==> src/rtl/cfgld_pkg.sv <==
// Package: shared state type and register field positions for the
// configuration loader. Assumes an 8-bit configuration word.
package cfgld_pkg;
    typedef enum logic {
        LD_IDLE = 1'b0,
        LD_SHIFT = 1'b1
    } ld_state_t;

    localparam int FLD_CHAIN = 7;
    localparam int FLD_BUSY = 6;
    localparam int FLD_REF_HI = 5;
    localparam int FLD_REF_LO = 4;
    localparam int FLD_SHDN = 3;
endpackage

==> src/rtl/cfgld_sync.sv <==
// Module: multi-bit level synchronizer. Each bit passes through STAGES
// flops. Assumes the bits are independent levels. The reset value per bit
// is given by RST_VAL, so that idle pins read as idle right after reset.
module cfgld_sync #(
    parameter int WIDTH = 3,
    parameter int STAGES = 2,
    parameter logic [WIDTH-1:0] RST_VAL = '1
) (
    input  logic             clk,
    input  logic             rst_n,
    input  logic [WIDTH-1:0] async_i,
    output logic [WIDTH-1:0] sync_o
);
    for (genvar b = 0; b < WIDTH; b++) begin : g_bit
        logic [STAGES-1:0] chain_q;
        // Shift the pin value through the synchronizer chain.
        always_ff @(posedge clk) begin
            if (!rst_n) chain_q <= {STAGES{RST_VAL[b]}};
            else        chain_q <= {chain_q[STAGES-2:0], async_i[b]};
        end
        assign sync_o[b] = chain_q[STAGES-1];
    end
endmodule

==> src/rtl/cfgld_edge.sv <==
// Module: edge detector for a signal that is already synchronized.
// Assumes the input is clean in the clk domain. Each output pulses for one
// cycle, the cycle after the level change is seen.
module cfgld_edge #(
    parameter logic RST_VAL = 1'b1
) (
    input  logic clk,
    input  logic rst_n,
    input  logic lvl_i,
    output logic rise_o,
    output logic fall_o
);
    logic prev_q;

    // Remember last cycle's level.
    always_ff @(posedge clk) begin
        if (!rst_n) prev_q <= RST_VAL;
        else        prev_q <= lvl_i;
    end

    assign rise_o = lvl_i & ~prev_q;
    assign fall_o = ~lvl_i & prev_q;
endmodule

==> src/rtl/cfgld_shifter.sv <==
// Module: load sequencer and shift register. It arms on a start fall with
// the serial clock high, and shifts on serial clock falls (MSB first) up to
// CFG_BITS bits. It raises commit_o on the start rise only if the byte is
// complete. Assumes edge pulses are single-cycle.
module cfgld_shifter
    import cfgld_pkg::*;
#(
    parameter int CFG_BITS = 8,
    localparam int CW = $clog2(CFG_BITS + 1)
) (
    input  logic                clk,
    input  logic                rst_n,
    input  logic                start_fall_i,
    input  logic                start_rise_i,
    input  logic                sclk_fall_i,
    input  logic                sclk_lvl_i,
    input  logic                din_lvl_i,
    output logic                commit_o,
    output logic [CFG_BITS-1:0] shift_o,
    output ld_state_t           state_o,
    output logic [CW-1:0]       count_o
);
    ld_state_t            state_q;
    logic [CW-1:0]        cnt_q;
    logic [CFG_BITS-1:0]  sh_q;
    logic                 full;

    assign full = (cnt_q == CW'(CFG_BITS));

    // Sequence a load: arm, count bits taken, close on the start rise.
    always_ff @(posedge clk) begin
        if (!rst_n) begin
            state_q <= LD_IDLE;
            cnt_q   <= '0;
        end else begin
            case (state_q)
                LD_IDLE: if (start_fall_i && sclk_lvl_i) begin
                    state_q <= LD_SHIFT;
                    cnt_q   <= '0;
                end
                LD_SHIFT: if (start_rise_i) begin
                    state_q <= LD_IDLE;
                end else if (sclk_fall_i && !full) begin
                    cnt_q <= cnt_q + 1'b1;
                end
                default: state_q <= LD_IDLE;
            endcase
        end
    end

    // Shift the data bit in at the LSB on each accepted serial clock fall.
    always_ff @(posedge clk) begin
        if (!rst_n) sh_q <= '0;
        else if (state_q == LD_SHIFT && !start_rise_i && sclk_fall_i && !full)
            sh_q <= {sh_q[CFG_BITS-2:0], din_lvl_i};
    end

    assign commit_o = (state_q == LD_SHIFT) && start_rise_i && full;
    assign shift_o  = sh_q;
    assign state_o  = state_q;
    assign count_o  = cnt_q;
endmodule

==> src/rtl/conv_cfg_loader.sv <==
// Module: top of the configuration loader. It synchronizes the three serial
// pins, detects edges, runs the sequencer and holds the committed register
// with its field decode. Assumes clk is several times faster than ser_clk.
module conv_cfg_loader
    import cfgld_pkg::*;
#(
    parameter int CFG_BITS = 8,
    parameter int SYNC_STAGES = 2,
    localparam int CW = $clog2(CFG_BITS + 1)
) (
    input  logic                clk,
    input  logic                rst_n,
    input  logic                conv_start_n,
    input  logic                ser_clk,
    input  logic                ser_din,
    output logic [CFG_BITS-1:0] cfg_word,
    output logic                daisy_chain,
    output logic                busy_flag_en,
    output logic [1:0]          ref_mode,
    output logic                shutdown
);
    logic [2:0]          pins_s;
    logic                start_s, sclk_s, din_s;
    logic                start_rise, start_fall, sclk_rise, sclk_fall;
    logic                commit;
    logic [CFG_BITS-1:0] shift_val;
    ld_state_t           ld_state;
    logic [CW-1:0]       bit_count;
    logic [CFG_BITS-1:0] cfg_q;

    cfgld_sync #(.WIDTH(3), .STAGES(SYNC_STAGES), .RST_VAL(3'b111)) u_sync (
        .clk(clk), .rst_n(rst_n),
        .async_i({conv_start_n, ser_clk, ser_din}),
        .sync_o(pins_s)
    );
    assign {start_s, sclk_s, din_s} = pins_s;

    cfgld_edge #(.RST_VAL(1'b1)) u_start_edge (
        .clk(clk), .rst_n(rst_n), .lvl_i(start_s),
        .rise_o(start_rise), .fall_o(start_fall)
    );

    cfgld_edge #(.RST_VAL(1'b1)) u_sclk_edge (
        .clk(clk), .rst_n(rst_n), .lvl_i(sclk_s),
        .rise_o(sclk_rise), .fall_o(sclk_fall)
    );

    cfgld_shifter #(.CFG_BITS(CFG_BITS)) u_shift (
        .clk(clk), .rst_n(rst_n),
        .start_fall_i(start_fall), .start_rise_i(start_rise),
        .sclk_fall_i(sclk_fall), .sclk_lvl_i(sclk_s), .din_lvl_i(din_s),
        .commit_o(commit), .shift_o(shift_val),
        .state_o(ld_state), .count_o(bit_count)
    );

    // Commit the completed byte into the configuration register.
    always_ff @(posedge clk) begin
        if (!rst_n)      cfg_q <= '0;
        else if (commit) cfg_q <= shift_val;
    end

    assign cfg_word     = cfg_q;
    assign daisy_chain  = cfg_q[FLD_CHAIN];
    assign busy_flag_en = cfg_q[FLD_BUSY];
    assign ref_mode     = cfg_q[FLD_REF_HI:FLD_REF_LO];
    assign shutdown     = cfg_q[FLD_SHDN];

    logic unused_rise;
    assign unused_rise = sclk_rise;
endmodule

==> config.mk <==
export PLATFORM = sky130hd
export DESIGN_NAME = conv_cfg_loader
export DESIGN_NICKNAME = d
export VERILOG_FILES = /design/src/rtl/cfgld_pkg.sv /design/src/rtl/cfgld_sync.sv /design/src/rtl/cfgld_edge.sv /design/src/rtl/cfgld_shifter.sv /design/src/rtl/conv_cfg_loader.sv
export SDC_FILE = /design/constraint.sdc
export NUM_CORES = 1
export LEC_CHECK = 0
export BUFFER_PORTS_ARGS = -buffer_cell sky130_fd_sc_hd__buf_2
export CAP_MARGIN = 10
export CELL_PAD_IN_SITES_DETAIL_PLACEMENT = 0
export CELL_PAD_IN_SITES_GLOBAL_PLACEMENT = 1
export CORE_ASPECT_RATIO = 1.2
export CORE_MARGIN = 2
export CORE_UTILIZATION = 41
export DETAILED_ROUTE_END_ITERATION = 8
export PLACE_DENSITY = 0.79
export SLEW_MARGIN = 20
export SYNTH_ARGS = -nofsm -noshare
export SYNTH_HDL_FRONTEND = slang
export SYNTH_HIERARCHICAL = 1
export SYNTH_SLANG_ARGS = --single-unit
==> constraint.sdc <==
create_clock -name clk -period 1.75 [get_ports clk]
set_input_delay 0.0875 -clock clk [delete_from_list [all_inputs] [get_ports clk]]
set_output_delay 0.0875 -clock clk [all_outputs]
set_load 0.05 [all_outputs]
==> results of run 1 <==
==> area by class of cell <==
| type | instances | area (sq um) | area share |
|---|---|---|---|
| tap | 34 | 42.5 | 0.0317 |
| sequential | 29 | 581 | 0.432 |
| inverter | 3 | 11.3 | 0.00839 |
| multi-input combinational | 79 | 508 | 0.378 |
| timing repair buffer | 24 | 145 | 0.108 |
| clock buffer | 7 | 55.1 | 0.0410 |
==> worst max-delay path, stage by stage, from the launching register on <==
cell      delay, ns
dfxtp_1        0.37
inv_1          0.07
ha_1           0.22
and3b_1        0.28
o21ai_1        0.22
o221ai_1       0.15
==> state kept, by name, summed over array words and instances (netlist names) <==
| signal | count |
|---|---|
| cfg_word | 8 |
| u_sclk_edge/prev_q | 1 |
| u_shift/count_o | 4 |
| u_shift/shift_o | 8 |
| u_shift/state_o | 1 |
| u_start_edge/prev_q | 1 |
| u_sync/g_bit.chain_q | 6 |
==> where the power goes <==
| part | total (W) | switching (W) | internal (W) | leakage [nW] |
|---|---|---|---|---|
| combinational | 0.0000419 | 0.0000202 | 0.0000217 | 0.235 |
| sequential | 0.000673 | 0.00000477 | 0.000668 | 0.235 |
| clock | 0.000395 | 0.000206 | 0.000189 | 0.0314 |
| total | 0.00111 | 0.000231 | 0.000879 | 0.501 |
==> worst max-delay path by stage <==
stage                                                      from                         endpoint  cells past startpoint
after floorplan                 u_shift/count_o[0]$_SDFFE_PN0P_  u_shift/count_o[3]$_SDFFE_PN0P_                      6
after global placement    u_sync/g_bit[2].chain_q[1]$_SDFF_PN1_         cfg_word[3]$_SDFFE_PN0P_                      6
after detailed placement        u_shift/count_o[0]$_SDFFE_PN0P_  u_shift/count_o[3]$_SDFFE_PN0P_                      5
after CTS                       u_shift/count_o[0]$_SDFFE_PN0P_  u_shift/count_o[3]$_SDFFE_PN0P_                      5
after global routing            u_shift/count_o[0]$_SDFFE_PN0P_  u_shift/count_o[2]$_SDFFE_PN0P_                      5
final                           u_shift/count_o[0]$_SDFFE_PN0P_  u_shift/count_o[3]$_SDFFE_PN0P_                      5
==> per-stage QoR <==
stage               total power [W]  worst slack (ns)  instance area (sq um)
finish                      0.00111             0.314                   1340
global route                0.00117             0.205                   1340
CTS                         0.00113             0.323                   1340
detailed placement         0.000725             0.329                   1260
global placement           0.000725             0.379                   1260
floorplan                  0.000714             0.420                   1200
==> layer usage <==
layer / GRT usage / wire (um) / part of all wire / up-vias
met5: 0 / 0 / 0 / -
met4: 0.0929 / 58 / 0.028 / 0
met3: 0.0592 / 124 / 0.060 / 7
met1: 0.169 / 961 / 0.47 / 401
met2: 0.210 / 917 / 0.44 / 29
li1: - / - / - / 462
==> flow_summary.yaml, run 1 <==
final_layout:
  area_growth_pct: 12.1
  final_util: 0.482
  fillers: 285
  nNetsFinal: 149
  final_common_cell: "dfxtp_1"
  fin_cells: 176
  layout-drive-gt1-share: 0.190
  final_cell_mix: "29 x dfxtp_1, 17 x buf_2, 11 x nor2b_1, 11 x nand3_1, 10 x a21oi_1"
  num_antenna_cells: 0
synth:
  syn-num-nets: 132
  synth_area_per_cell_sq_um: 9.58
  synthCells: 125
  synth_area_sq_mm: 0.00120
  ys_warn_count: 6
job:
  cap_viol_max_count: 0
clocking:
  cts.sinks: 29
  cts_hold_buf: 3
  root_buffer: "clkbuf_4"
  post_cts_resized: 0
  clk_pin_slew_ns: 0.09
  clk_latency_ns: 0.32
  cts-buffers-inserted: 5
  clockBufferDepth: 2
  cts_setup_buffers: 0
  htreeDepth: 2
  cts_tree: "done"
sta:
  tightest_slew_ns: 0.404
  fin_worst_skew_ns: 0.00764
  whs_ns: 0.165
  rsz0062_at_grt: "no"
  setup_viol: 0
  hold_viol_final: 0
  period_share: 0.821
  final_max_slew_viol_count: 0
  min_period_ns: 1.44
  final.setup.tns_ns: 0
  fmax_mhz: 696
  max_slew_margin: 0.730
detailed_routing:
  drt_iter0_drc: 7
  firstDrtPassIters: 5
  vias_per_cell: 5.11
  drtAntennaViolNets: 0
  vias: 899
  drcViolationCount: 0
  wl_um: 2060
  routedWlPerCell_um: 11.7
floorplanning:
  ios: 18
  dieArea_sq_mm: 0.00337
  start_util: 0.430
  fp.dieH_um: 63.2
  fp-row-count: 21
  core_area_sq_mm: 0.00279
  die_x_um: 53.3
placement:
  globalplace.congestion: 0.780
  portBuffers: 17
  post-dp-hpwl_um: 1350
  dp.cells: 166
critical_path:
  cp_max_fo: 10
  r2r-start: "u_shift/count_o[0]$_SDFFE_PN0P_"
  critPathLaunchType: "flop"
  cp.required_ns: 1.95
  reg2reg_slack_ns: 0.31
  r2r_end: "u_shift/count_o[3]$_SDFFE_PN0P_"
  worst_setup_path_end_kind: "flop"
  path_class: "reg -> reg"
  worstRegToRegCells: 5
  critPathArrivalTime_ns: 1.63
global_route:
  antenna_found_initial: 0
  grt_overflow: 0
  grt_max_degree: 24
  grt_pass1_wl_um: 3500
  grt_pass1_vias: 801
  grt_usage: 0.144
power:
  static-leakage-power_nw: 0.501
  power_density_mw_per_mm2: 827
  vdd_drop_max_uv: 413
worst_hold_path:
  hold_class: "in -> reg"
  worstHoldStart: "rst_n"
  hold_path_depth: 4
  min_to: "u_shift/state_o$_SDFF_PN0_"
status:
  status: "finished, final reports clean"
(Power assumes the default switching activity.)
==> run 2, diff against run 1 <==
- clock period: 1.75 -> 1.4 ns (I/O delays scaled with it)
==> flow_summary.yaml, run 2 (synthesis results as in run 1) <==
placement:
  post-dp-hpwl_um: 1550
  dp.cells: 174
  portBuffers: 17
  globalplace.congestion: 0.776
sta:
  fin_worst_skew_ns: 0.0103
  max_slew_margin: 0.835
  min_period_ns: 1.33
  tightest_slew_ns: 0.249
  setup_viol: 0
  final_max_slew_viol_count: 0
  hold_viol_final: 0
  period_share: 0.951
  rsz0062_at_grt: "yes"
  fmax_mhz: 751
  whs_ns: 0.156
global_route:
  grt_max_degree: 24
  antenna_found_initial: 0
  grt_pass1_wl_um: 3880
  grt_overflow: 0
  grt_pass1_vias: 905
  grt_usage: 0.158
detailed_routing:
  drt_iter0_drc: 18
  drcViolationCount: 0
  drtAntennaViolNets: 0
  vias: 928
  firstDrtPassIters: 4
  wl_um: 2270
  vias_per_cell: 4.99
  routedWlPerCell_um: 12.2
critical_path:
  critPathLaunchType: "flop"
  cpLargestDelayFamily: "simple AND/OR/NAND/NOR gates"
  cp_max_fo: 4
  crit_path_cell_trace: "nor2b_4 > nand3b_1 > or4_1 > o221ai_1"
  path_class: "reg -> reg"
  critPathArrivalTime_ns: 1.58
  worst_setup_path_end_kind: "flop"
  cp_num_buf_inv: 0
  cp.required_ns: 1.65
  critPathMaxStageDelay_ns: 0.49
  cpMaxStageDelayCell: "or4_1"
power:
  power_density_mw_per_mm2: 956
  combPwrFrac: 0.042
  static-leakage-power_nw: 0.551
  vdd_drop_max_uv: 765
  switching_share: 0.221
  p_seq_frac: 0.616
  internal-power_w: 0.00107
  p_switching_w: 0.000303
  power.share.clock: 0.343
final_layout:
  final_cell_mix: "27 x dfxtp_1, 17 x buf_2, 12 x buf_4"
  nNetsFinal: 158
  layout-drive-gt1-share: 0.270
  final_common_cell: "dfxtp_1"
  area_growth_pct: 19.4
  fin_cells: 186
  num_antenna_cells: 0
clocking:
  clockBufferDepth: 2
  root_buffer: "clkbuf_4"
  clk_pin_slew_ns: 0.09
  clk_latency_ns: 0.33
  htreeDepth: 2
  cts_tree: "done"
  cts-buffers-inserted: 5
  cts.sinks: 29
floorplanning:
  die_x_um: 53.3
  fp-row-count: 21
  core_area_sq_mm: 0.00279
  ios: 18
  dieArea_sq_mm: 0.00337
  start_util: 0.430
  fp.dieH_um: 63.2
worst_hold_path:
  hold_class: "in -> reg"
status:
  status: "finished, final reports clean"
job:
  cap_viol_max_count: 0
[run 2: layout make-up]
type                       instances  area, sq um
inverter                           3         11.3
multi-input combinational         79          528
clock buffer                       8         48.8
timing repair buffer              33          216
tap                               34         42.5
sequential                        29          583
fill                             281         1360
[run 2: metrics by stage]
step | utilization | worst slack (ns) | TNS [ns] | area, sq um | total power [W]
5_1_grt | 0.513 | -0.0224 | -0.0441 | 1430 | 0.00143
2_1_floorplan | - | 0.0698 | 0 | 1200 | 0.000892
3_3_place_gp | 0.473 | 0.0582 | 0 | 1320 | 0.000908
6_report | 0.513 | 0.0682 | 0 | 1430 | 0.00137
3_5_place_dp | 0.473 | 0.00494 | 0 | 1320 | 0.000909
4_1_cts | 0.502 | 0.0254 | 0 | 1400 | 0.00138
[run 2: what timing repair did]
| item | in CTS | in global routing |
|---|---|---|
| pin swaps | 0 | 2 |
| hold endpoints to repair | 3 | 0 |
| hold buffers | 3 | 0 |
| buffers inserted | 0 | 1 |
| gates resized for setup | 1 | 8 |
| endpoints found under the setup margin | 2 | 9 |
[run 2: layer usage]
layer | global-route usage | share of wire
met1 | 0.179 | 0.43
met2 | 0.255 | 0.49
met3 | 0.0569 | 0.048
met4 | 0.0769 | 0.022
met5 | 0 | 0
[run 2: worst paths after layout]
kind,cells past startpoint,to,slack (ns),startpoint
setup / recovery,4,u_shift/count_o[3]$_SDFFE_PN0P_,0.07,u_sync/g_bit[2].chain_q[1]$_SDFF_PN1_
hold / removal,3,u_start_edge/prev_q$_SDFF_PN1_,0.16,rst_n
setup reg to reg,4,u_shift/count_o[3]$_SDFFE_PN0P_,0.07,u_sync/g_bit[2].chain_q[1]$_SDFF_PN1_
hold reg to reg,1,u_sync/g_bit[2].chain_q[1]$_SDFF_PN1_,0.40,u_sync/g_bit[2].chain_q[0]$_SDFF_PN1_
[run 2: tightest hold or removal path: stages]
cell and delay, ns:
buf_2 0.11, buf_4 0.20, nand2b_1 0.08
[run 2: power groups by stage]
| stage | combinational, W | clock (W) | sequential [W] |
|---|---|---|---|
| after floorplan | 0.0000338 | 0 | 0.000859 |
| after global placement | 0.0000481 | 0 | 0.000860 |
| after detailed placement | 0.0000488 | 0 | 0.000860 |
| after CTS | 0.0000554 | 0.000479 | 0.000841 |
| after global routing | 0.0000629 | 0.000527 | 0.000844 |
| final | 0.0000569 | 0.000469 | 0.000842 |
